<file path="config.mk">
export PLATFORM = sky130hd
export DESIGN_NAME = xirq_trigger_unit
export DESIGN_NICKNAME = d
export VERILOG_FILES = /design/src/rtl/xirq_pkg.sv /design/src/rtl/xirq_ctrl.sv /design/src/rtl/xirq_datapath.sv /design/src/rtl/xirq_trigger_unit.sv
export SDC_FILE = /design/constraint.sdc
export NUM_CORES = 1
export LEC_CHECK = 0
export BUFFER_PORTS_ARGS = -buffer_cell sky130_fd_sc_hd__buf_4
export CAP_MARGIN = 20
export CORE_ASPECT_RATIO = 1.4
export CORE_MARGIN = 2
export CORE_UTILIZATION = 50
export DETAILED_ROUTE_END_ITERATION = 6
export PLACE_DENSITY = 0.79
export SYNTH_ARGS = -nofsm -noshare
export SYNTH_HDL_FRONTEND = slang
export SYNTH_HIERARCHICAL = 1
export SYNTH_SLANG_ARGS = --single-unit
</file>
<file path="constraint.sdc">
create_clock -name clk -period 2.2 [get_ports clk]
set_input_delay 0.44 -clock clk [delete_from_list [all_inputs] [get_ports clk]]
set_output_delay 0.44 -clock clk [all_outputs]
set_load 0.01 [all_outputs]
</file>
<file path="src/rtl/xirq_pkg.sv">
package xirq_pkg;
  localparam int CODE_W = 4;

  localparam logic [CODE_W-1:0] TRIG_RISE = 4'd1;
  localparam logic [CODE_W-1:0] TRIG_FALL = 4'd2;
  localparam logic [CODE_W-1:0] TRIG_BOTH = 4'd3;
  localparam logic [CODE_W-1:0] TRIG_HIGH = 4'd5;
  localparam logic [CODE_W-1:0] TRIG_LOW  = 4'd6;

  localparam logic [3:0] OFF_MODE = 4'h0;
  localparam logic [3:0] OFF_CTRL = 4'h4;
  localparam logic [3:0] OFF_PEND = 4'h8;
  localparam logic [3:0] OFF_ENAB = 4'hC;

  typedef struct packed {
    logic modeWr;
    logic pendWr;
    logic enabWr;
  } strobe_t;
endpackage

</file>
<file path="src/rtl/xirq_ctrl.sv">
module xirq_ctrl
  import xirq_pkg::*;
#(
  parameter int NUM_PINS = 6,
  parameter int DATA_W   = 32
) (
  input  logic                       busWrite,
  input  logic [3:0]                 busAddr,
  input  logic [NUM_PINS*CODE_W-1:0] modeQ,
  input  logic [NUM_PINS-1:0]        pendQ,
  input  logic [NUM_PINS-1:0]        enabQ,
  output strobe_t                    strobe,
  output logic [DATA_W-1:0]          busRdata
);
  always_comb begin
    strobe   = '0;
    busRdata = '0;
    case (busAddr)
      OFF_MODE: begin
        strobe.modeWr = busWrite;
        busRdata      = DATA_W'(modeQ);
      end
      OFF_PEND: begin
        strobe.pendWr = busWrite;
        busRdata      = DATA_W'(pendQ);
      end
      OFF_ENAB: begin
        strobe.enabWr = busWrite;
        busRdata      = DATA_W'(enabQ);
      end
      default: busRdata = '0;
    endcase
  end
endmodule

</file>
<file path="src/rtl/xirq_datapath.sv">
module xirq_datapath
  import xirq_pkg::*;
#(
  parameter int NUM_PINS = 6,
  parameter int DATA_W   = 32
) (
  input  logic                       clk,
  input  logic                       rstN,
  input  logic [NUM_PINS-1:0]        pinIn,
  input  strobe_t                    strobe,
  input  logic [DATA_W-1:0]          wdata,
  output logic [NUM_PINS*CODE_W-1:0] modeQ,
  output logic [NUM_PINS-1:0]        pendQ,
  output logic [NUM_PINS-1:0]        enabQ,
  output logic [NUM_PINS-1:0]        irqOut
);
  localparam int MODE_W = NUM_PINS * CODE_W;

  logic [NUM_PINS-1:0] syncA, syncB, syncPrev;
  logic [NUM_PINS-1:0] pendNext;

  function automatic logic nextFlag(input logic [CODE_W-1:0] code, input logic cur,
                                    input logic prev, input logic old, input logic keep);
    logic rise, fall;
    rise = cur & ~prev;
    fall = ~cur & prev;
    case (code)
      TRIG_RISE: nextFlag = (old & keep) | rise;
      TRIG_FALL: nextFlag = (old & keep) | fall;
      TRIG_BOTH: nextFlag = (old & keep) | rise | fall;
      TRIG_HIGH: nextFlag = cur;
      TRIG_LOW:  nextFlag = ~cur;
      default:   nextFlag = 1'b0;
    endcase
  endfunction

  always_comb begin
    for (int i = 0; i < NUM_PINS; i++) begin
      pendNext[i] = nextFlag(modeQ[i*CODE_W +: CODE_W], syncB[i], syncPrev[i], pendQ[i],
                             strobe.pendWr ? wdata[i] : 1'b1);
    end
  end

  always_ff @(posedge clk) begin
    if (!rstN) begin
      syncA    <= '0;
      syncB    <= '0;
      syncPrev <= '0;
      modeQ    <= '0;
      pendQ    <= '0;
      enabQ    <= '0;
    end else begin
      syncA    <= pinIn;
      syncB    <= syncA;
      syncPrev <= syncB;
      pendQ    <= pendNext;
      if (strobe.modeWr) modeQ <= wdata[MODE_W-1:0];
      if (strobe.enabWr) enabQ <= wdata[NUM_PINS-1:0];
    end
  end

  assign irqOut = pendQ & enabQ;

  for (genvar g = 0; g < NUM_PINS; g++) begin : gChk
    logic [CODE_W-1:0] codeG;
    logic              edgeMode, idleMode;
    assign codeG    = modeQ[g*CODE_W +: CODE_W];
    assign edgeMode = (codeG == TRIG_RISE) || (codeG == TRIG_FALL) || (codeG == TRIG_BOTH);
    assign idleMode = !edgeMode && (codeG != TRIG_HIGH) && (codeG != TRIG_LOW);

    assert_idle_no_pend_R8: assert property (@(posedge clk) disable iff (!rstN)
      idleMode |=> !pendQ[g]);

    assert_level_follow_R7: assert property (@(posedge clk) disable iff (!rstN)
      (codeG == TRIG_HIGH) |=> (pendQ[g] == $past(syncB[g])));

    assert_edge_hold_R4: assert property (@(posedge clk) disable iff (!rstN)
      (edgeMode && pendQ[g] && !strobe.pendWr) |=> pendQ[g]);

    assert_rise_source_R3: assert property (@(posedge clk) disable iff (!rstN)
      ((codeG == TRIG_RISE) && !pendQ[g] && !strobe.modeWr) |=>
        (!pendQ[g] || ($past(syncB[g]) && !$past(syncPrev[g]))));
  end
endmodule

</file>
<file path="src/rtl/xirq_trigger_unit.sv">
module xirq_trigger_unit
  import xirq_pkg::*;
#(
  parameter int NUM_PINS = 6,
  parameter int DATA_W   = 32
) (
  input  logic                clk,
  input  logic                rstN,
  input  logic [NUM_PINS-1:0] pinIn,
  input  logic                busWrite,
  input  logic [3:0]          busAddr,
  input  logic [DATA_W-1:0]   busWdata,
  output logic [DATA_W-1:0]   busRdata,
  output logic [NUM_PINS-1:0] irqOut
);
  localparam int MODE_W = NUM_PINS * CODE_W;

  strobe_t             strobe;
  logic [MODE_W-1:0]   modeQ;
  logic [NUM_PINS-1:0] pendQ, enabQ;

  xirq_ctrl #(.NUM_PINS(NUM_PINS), .DATA_W(DATA_W)) u_ctrl (
    .busWrite(busWrite), .busAddr(busAddr), .modeQ(modeQ), .pendQ(pendQ),
    .enabQ(enabQ), .strobe(strobe), .busRdata(busRdata)
  );

  xirq_datapath #(.NUM_PINS(NUM_PINS), .DATA_W(DATA_W)) u_dp (
    .clk(clk), .rstN(rstN), .pinIn(pinIn), .strobe(strobe), .wdata(busWdata),
    .modeQ(modeQ), .pendQ(pendQ), .enabQ(enabQ), .irqOut(irqOut)
  );

  assert_ctrl_reads_zero_R11: assert property (@(posedge clk) disable iff (!rstN)
    (busAddr == OFF_CTRL) |-> (busRdata == '0));

  assert_irq_needs_enable_R10: assert property (@(posedge clk) disable iff (!rstN)
    $rose(irqOut[0]) |-> (enabQ[0] && pendQ[0]));
endmodule

</file>
Word-level counts from Yosys, hierarchy flattened. Cells that the tools add are included.

Output and inout bits: 38. Logic and storage cells: 104. Flip-flop bits (word level): 54.

Bitwise gates (word level): 49. Muxes and demuxes: 16. Equal/unequal tests: 32. Reductions and logical operators: 1.

Operator list (count): 24-bit case mux with 3 select lines (1); 4-bit by 2-bit == test with 1-bit output, second input constant (12); 4-bit by 3-bit == test with 1-bit output, second input constant (12); 1-bit case mux with 5 select lines (6); 4-bit by 1-bit == test with 1-bit output, second input constant (6); 1-bit bitwise AND (18); 1-bit bitwise OR (18); 1-bit inverter (12); 1-bit 2-to-1 mux (9); 4-bit == test, second input constant (2); 6-bit bitwise AND (1); 4-bit zero test (1).

Logic depth before layout (Yosys ltp).
Depth after elaboration: 7. Gate-level depth with buffers: 7.

By module. The synthesis kept the hierarchy.

By module, submodules not included: xirq_datapath (sequential area each 1081.0 um^2, cells each 207, area an instance 2163.3 um^2, times used 1); xirq_ctrl (sequential area each 0.0 um^2, cells each 50, area an instance 397.9 um^2, times used 1).

Worst setup path after synthesis. OpenSTA, ideal clock, no wires.

Path type: input -> register. Start: input port busAddr[1]. End: register u_dp.pendQ[1]. Path slack: 0.461 ns. Stages: 5. Path buffers: 1. Library setup time: 0.122 ns. Data arrival time: 1.618 ns. Data required time: 2.078 ns. Cell sequence: or3_1 -> clkbuf_1 -> nor2_1 -> a21oi_1 -> o311a_1.

RTL lines: start, declared (line xirq_trigger_unit.sv:11) `input logic [3:0] busAddr,`; end signal, assigned (line xirq_datapath.sv:56) `pendQ <= pendNext;`; end, declared (line xirq_datapath.sv:13) `output logic [NUM_PINS-1:0] pendQ,`.

Worst setup path in the final report.
Start: input port busAddr[1]. End: output port busRdata[2].

Word-level cells in the longest chain between the ends: 2.

RTL lines: 4-bit == test / 4-bit zero test (equally long branches) (line xirq_ctrl.sv:18) `case (busAddr)`; 24-bit case mux with 3 select lines * (line xirq_ctrl.sv:18); end, declared (line xirq_trigger_unit.sv:13) `output logic [DATA_W-1:0] busRdata,`.

Every way passes the cells marked *; elsewhere a longest branch is shown, timed or not.

==> run metrics <==
status=completed; Port Buffers=66; leakage power=about 1.3 nW; H-tree level count=2; ys async rst share=0%; RSZ-0062 raised after global routing=no; CTS Hold Bufs=0; Die X=roughly 64 um; core area=0.004880 sq mm; crit path max fanout=7; Total Nets Final=between 300 and 400; Top FF cell, synth=dfxtp_1; Req. time, crit path=about 1.8 ns; nature of the critical path endpoint=output pin; EDFF count, synth=0; per-cell routed wire length=13.33 um; WP data arrival=approximately 1.4 ns; HP Start=pinIn[4]; Setup CP Type=input port to output pin; Final Slew Violations=0; DRC violation count after routing=0; most frequent cell after synthesis=dfxtp_1; GRT Util Overall=a little under a fifth; Worst-path clk slew=around 0.09 ns; Finished Layout Cells=slightly below 400; FF+latch count, synth=54; Hold Fails Final Rpt=0; post-synth top area share=approximately 42%; die extent in y=88.69 um; Seq/Total Area, Yosys=42.21%; clk_lat worst skew=approximately 0.31 ns; antenna cell count=0; Starting Density=a little over half; Via density=roughly 5.1; Netlist cell types=27; cts bufs inserted=5; Max Clock Freq=534.2 MHz; postcts setup bufs=0; Final period util=85.09%; clock buffer depth=2; Mapped Cells=about 260; number of global-route vias before repair=1844; global-route wire length before repair=8273 um; synthesized area=roughly 0.0026 sq mm; count of endpoints failing setup in the final report=0; Max-cap violations=0; clk sinks=54; DP Cell Count=about 380; starting DRC count in detailed routing=73; worst r2r src=u_dp/modeQ[16]; Hold Path Class=input port to register; Detailed Routing Iterations Pass 1=4; routed wire length=between 5000 and 6000 um; P&R area growth vs syn=23.16%; cell taking the most area after synthesis=dfxtp_1; via count=between 1500 and 2000; CTS resizes=0; mean post-synth cell area=between 9 and 10 sq um; grt total ovfl=0; pin count of the biggest net entering global routing=55; Peak supply drop=0.4361 mV; Root Driver=clkbuf_8; ranking of synthesized cells by area=dfxtp_1, mux2i_1, nor2b_1; die area=between 0.005 and 0.006 sq mm; CTS tree=built; critical path launch point type=input port; fin crit period=around 1.9 ns; Power Density=approximately 570 mW/mm^2; CP Launch Point=busAddr[1]; Clock Skews=about 0.0066 ns; ANT nets after route=0; Ports=83; final core occ=64.64%; setup TNS=0 ns; Rows=30; Final HPWL DP=between 3000 and 4000 um; Synth Warn #=6; share of layout cells above drive strength 1=approximately 30%; antenna violations before repair=0; GPL Wtd Cong=around 0.75; top cells by count, synth=dfxtp_1, mux2i_1, nor2b_1
[critical path: stages]
cell	delay, ns
buf_4	0.12
or3_1	0.50
o2bb2ai_1	0.22
buf_4	0.15
[cells by family (layout without fill, tap and decap cells)]
| kind of cell | after synthesis | in the layout | synth area share, % |
|---|---|---|---|
| mux | 36 | 36 | 14.07 |
| buf+inv | 27 | 86 | 7.279 |
| compound gates | 41 | 41 | 10.70 |
| other cells | 1 | 8 | 0.1464 |
| simple gates | 98 | 98 | 25.60 |
| flops | 54 | 54 | 42.21 |
[power breakdown]
part / switching [mW] / internal [mW] / leakage [nW]
Combinational: 0.0607 / 0.0822 / 0.812
Sequential: 0.0155 / 0.999 / 0.439
Clock: 0.308 / 0.318 / 0.0575
Total: 0.384 / 1.40 / 1.31
[metal layers]
layer  share of wire [%]  wire length, um  GRT usage (%)  vias to the layer above
li1                    -                -              -                      989
met1                  43             2201          21.97                      909
met4                 2.8              143          10.44                        0
met3                 4.4              229          3.944                       11
met5                   0                0              0                        -
met2                  50             2583          32.58                       53
[cell usage in the layout (no fill, tap or decap), drive strengths merged, types with 6 or more instances in the layout]
| master | instances |
|---|---|
| clkbuf | 8 |
| nand2b | 6 |
| and2 | 44 |
| a21oi | 16 |
| inv | 6 |
| o21ai | 7 |
| o311a | 6 |
| nand3b | 6 |
| conb | 8 |
| o2bb2ai | 6 |
| dfxtp | 54 |
| mux2i | 36 |
| buf | 72 |
| nor2b | 34 |
[per-stage QoR]
step           setup WS, ns  hold WS [ns]  total power, mW  instance area (sq um)
3_5_place_dp         0.2617        0.4185            1.181                   3044
6_report             0.3280        0.3321            1.783                   3154
2_1_floorplan        0.4608        0.4119            1.123                   2587
4_1_cts              0.3258        0.3245            1.804                   3154
3_3_place_gp         0.2920        0.4143            1.178                   3044
5_1_grt              0.2628        0.3277            1.858                   3154
[layout make-up]
type / count / area [sq um]
inverters: 6 / 22.52
flip-flops and latches: 54 / 1081
fillers: 441 / 1725
clock buffers: 8 / 110.1
multi-input cells: 183 / 1320
repair buffers: 72 / 540.5
well taps: 64 / 80.08
[path summary, 6_finish.rpt]
kind                   endpoint  cells past startpoint  slack (ns)
setup / recovery    busRdata[2]                      4        0.33
hold / removal    u_dp/syncA[4]                      2        0.33
setup reg to reg  u_dp/pendQ[4]                      3        1.18
hold reg to reg   u_dp/syncB[3]                      1        0.44
[flip-flops by register name, summed over array words and instances (netlist names)]
signal         flops
u_dp/modeQ        24
u_dp/pendQ         6
u_dp/syncA         6
u_dp/enabQ         6
u_dp/syncPrev      6
u_dp/syncB         6
Power figures use the tool's default switching activity.
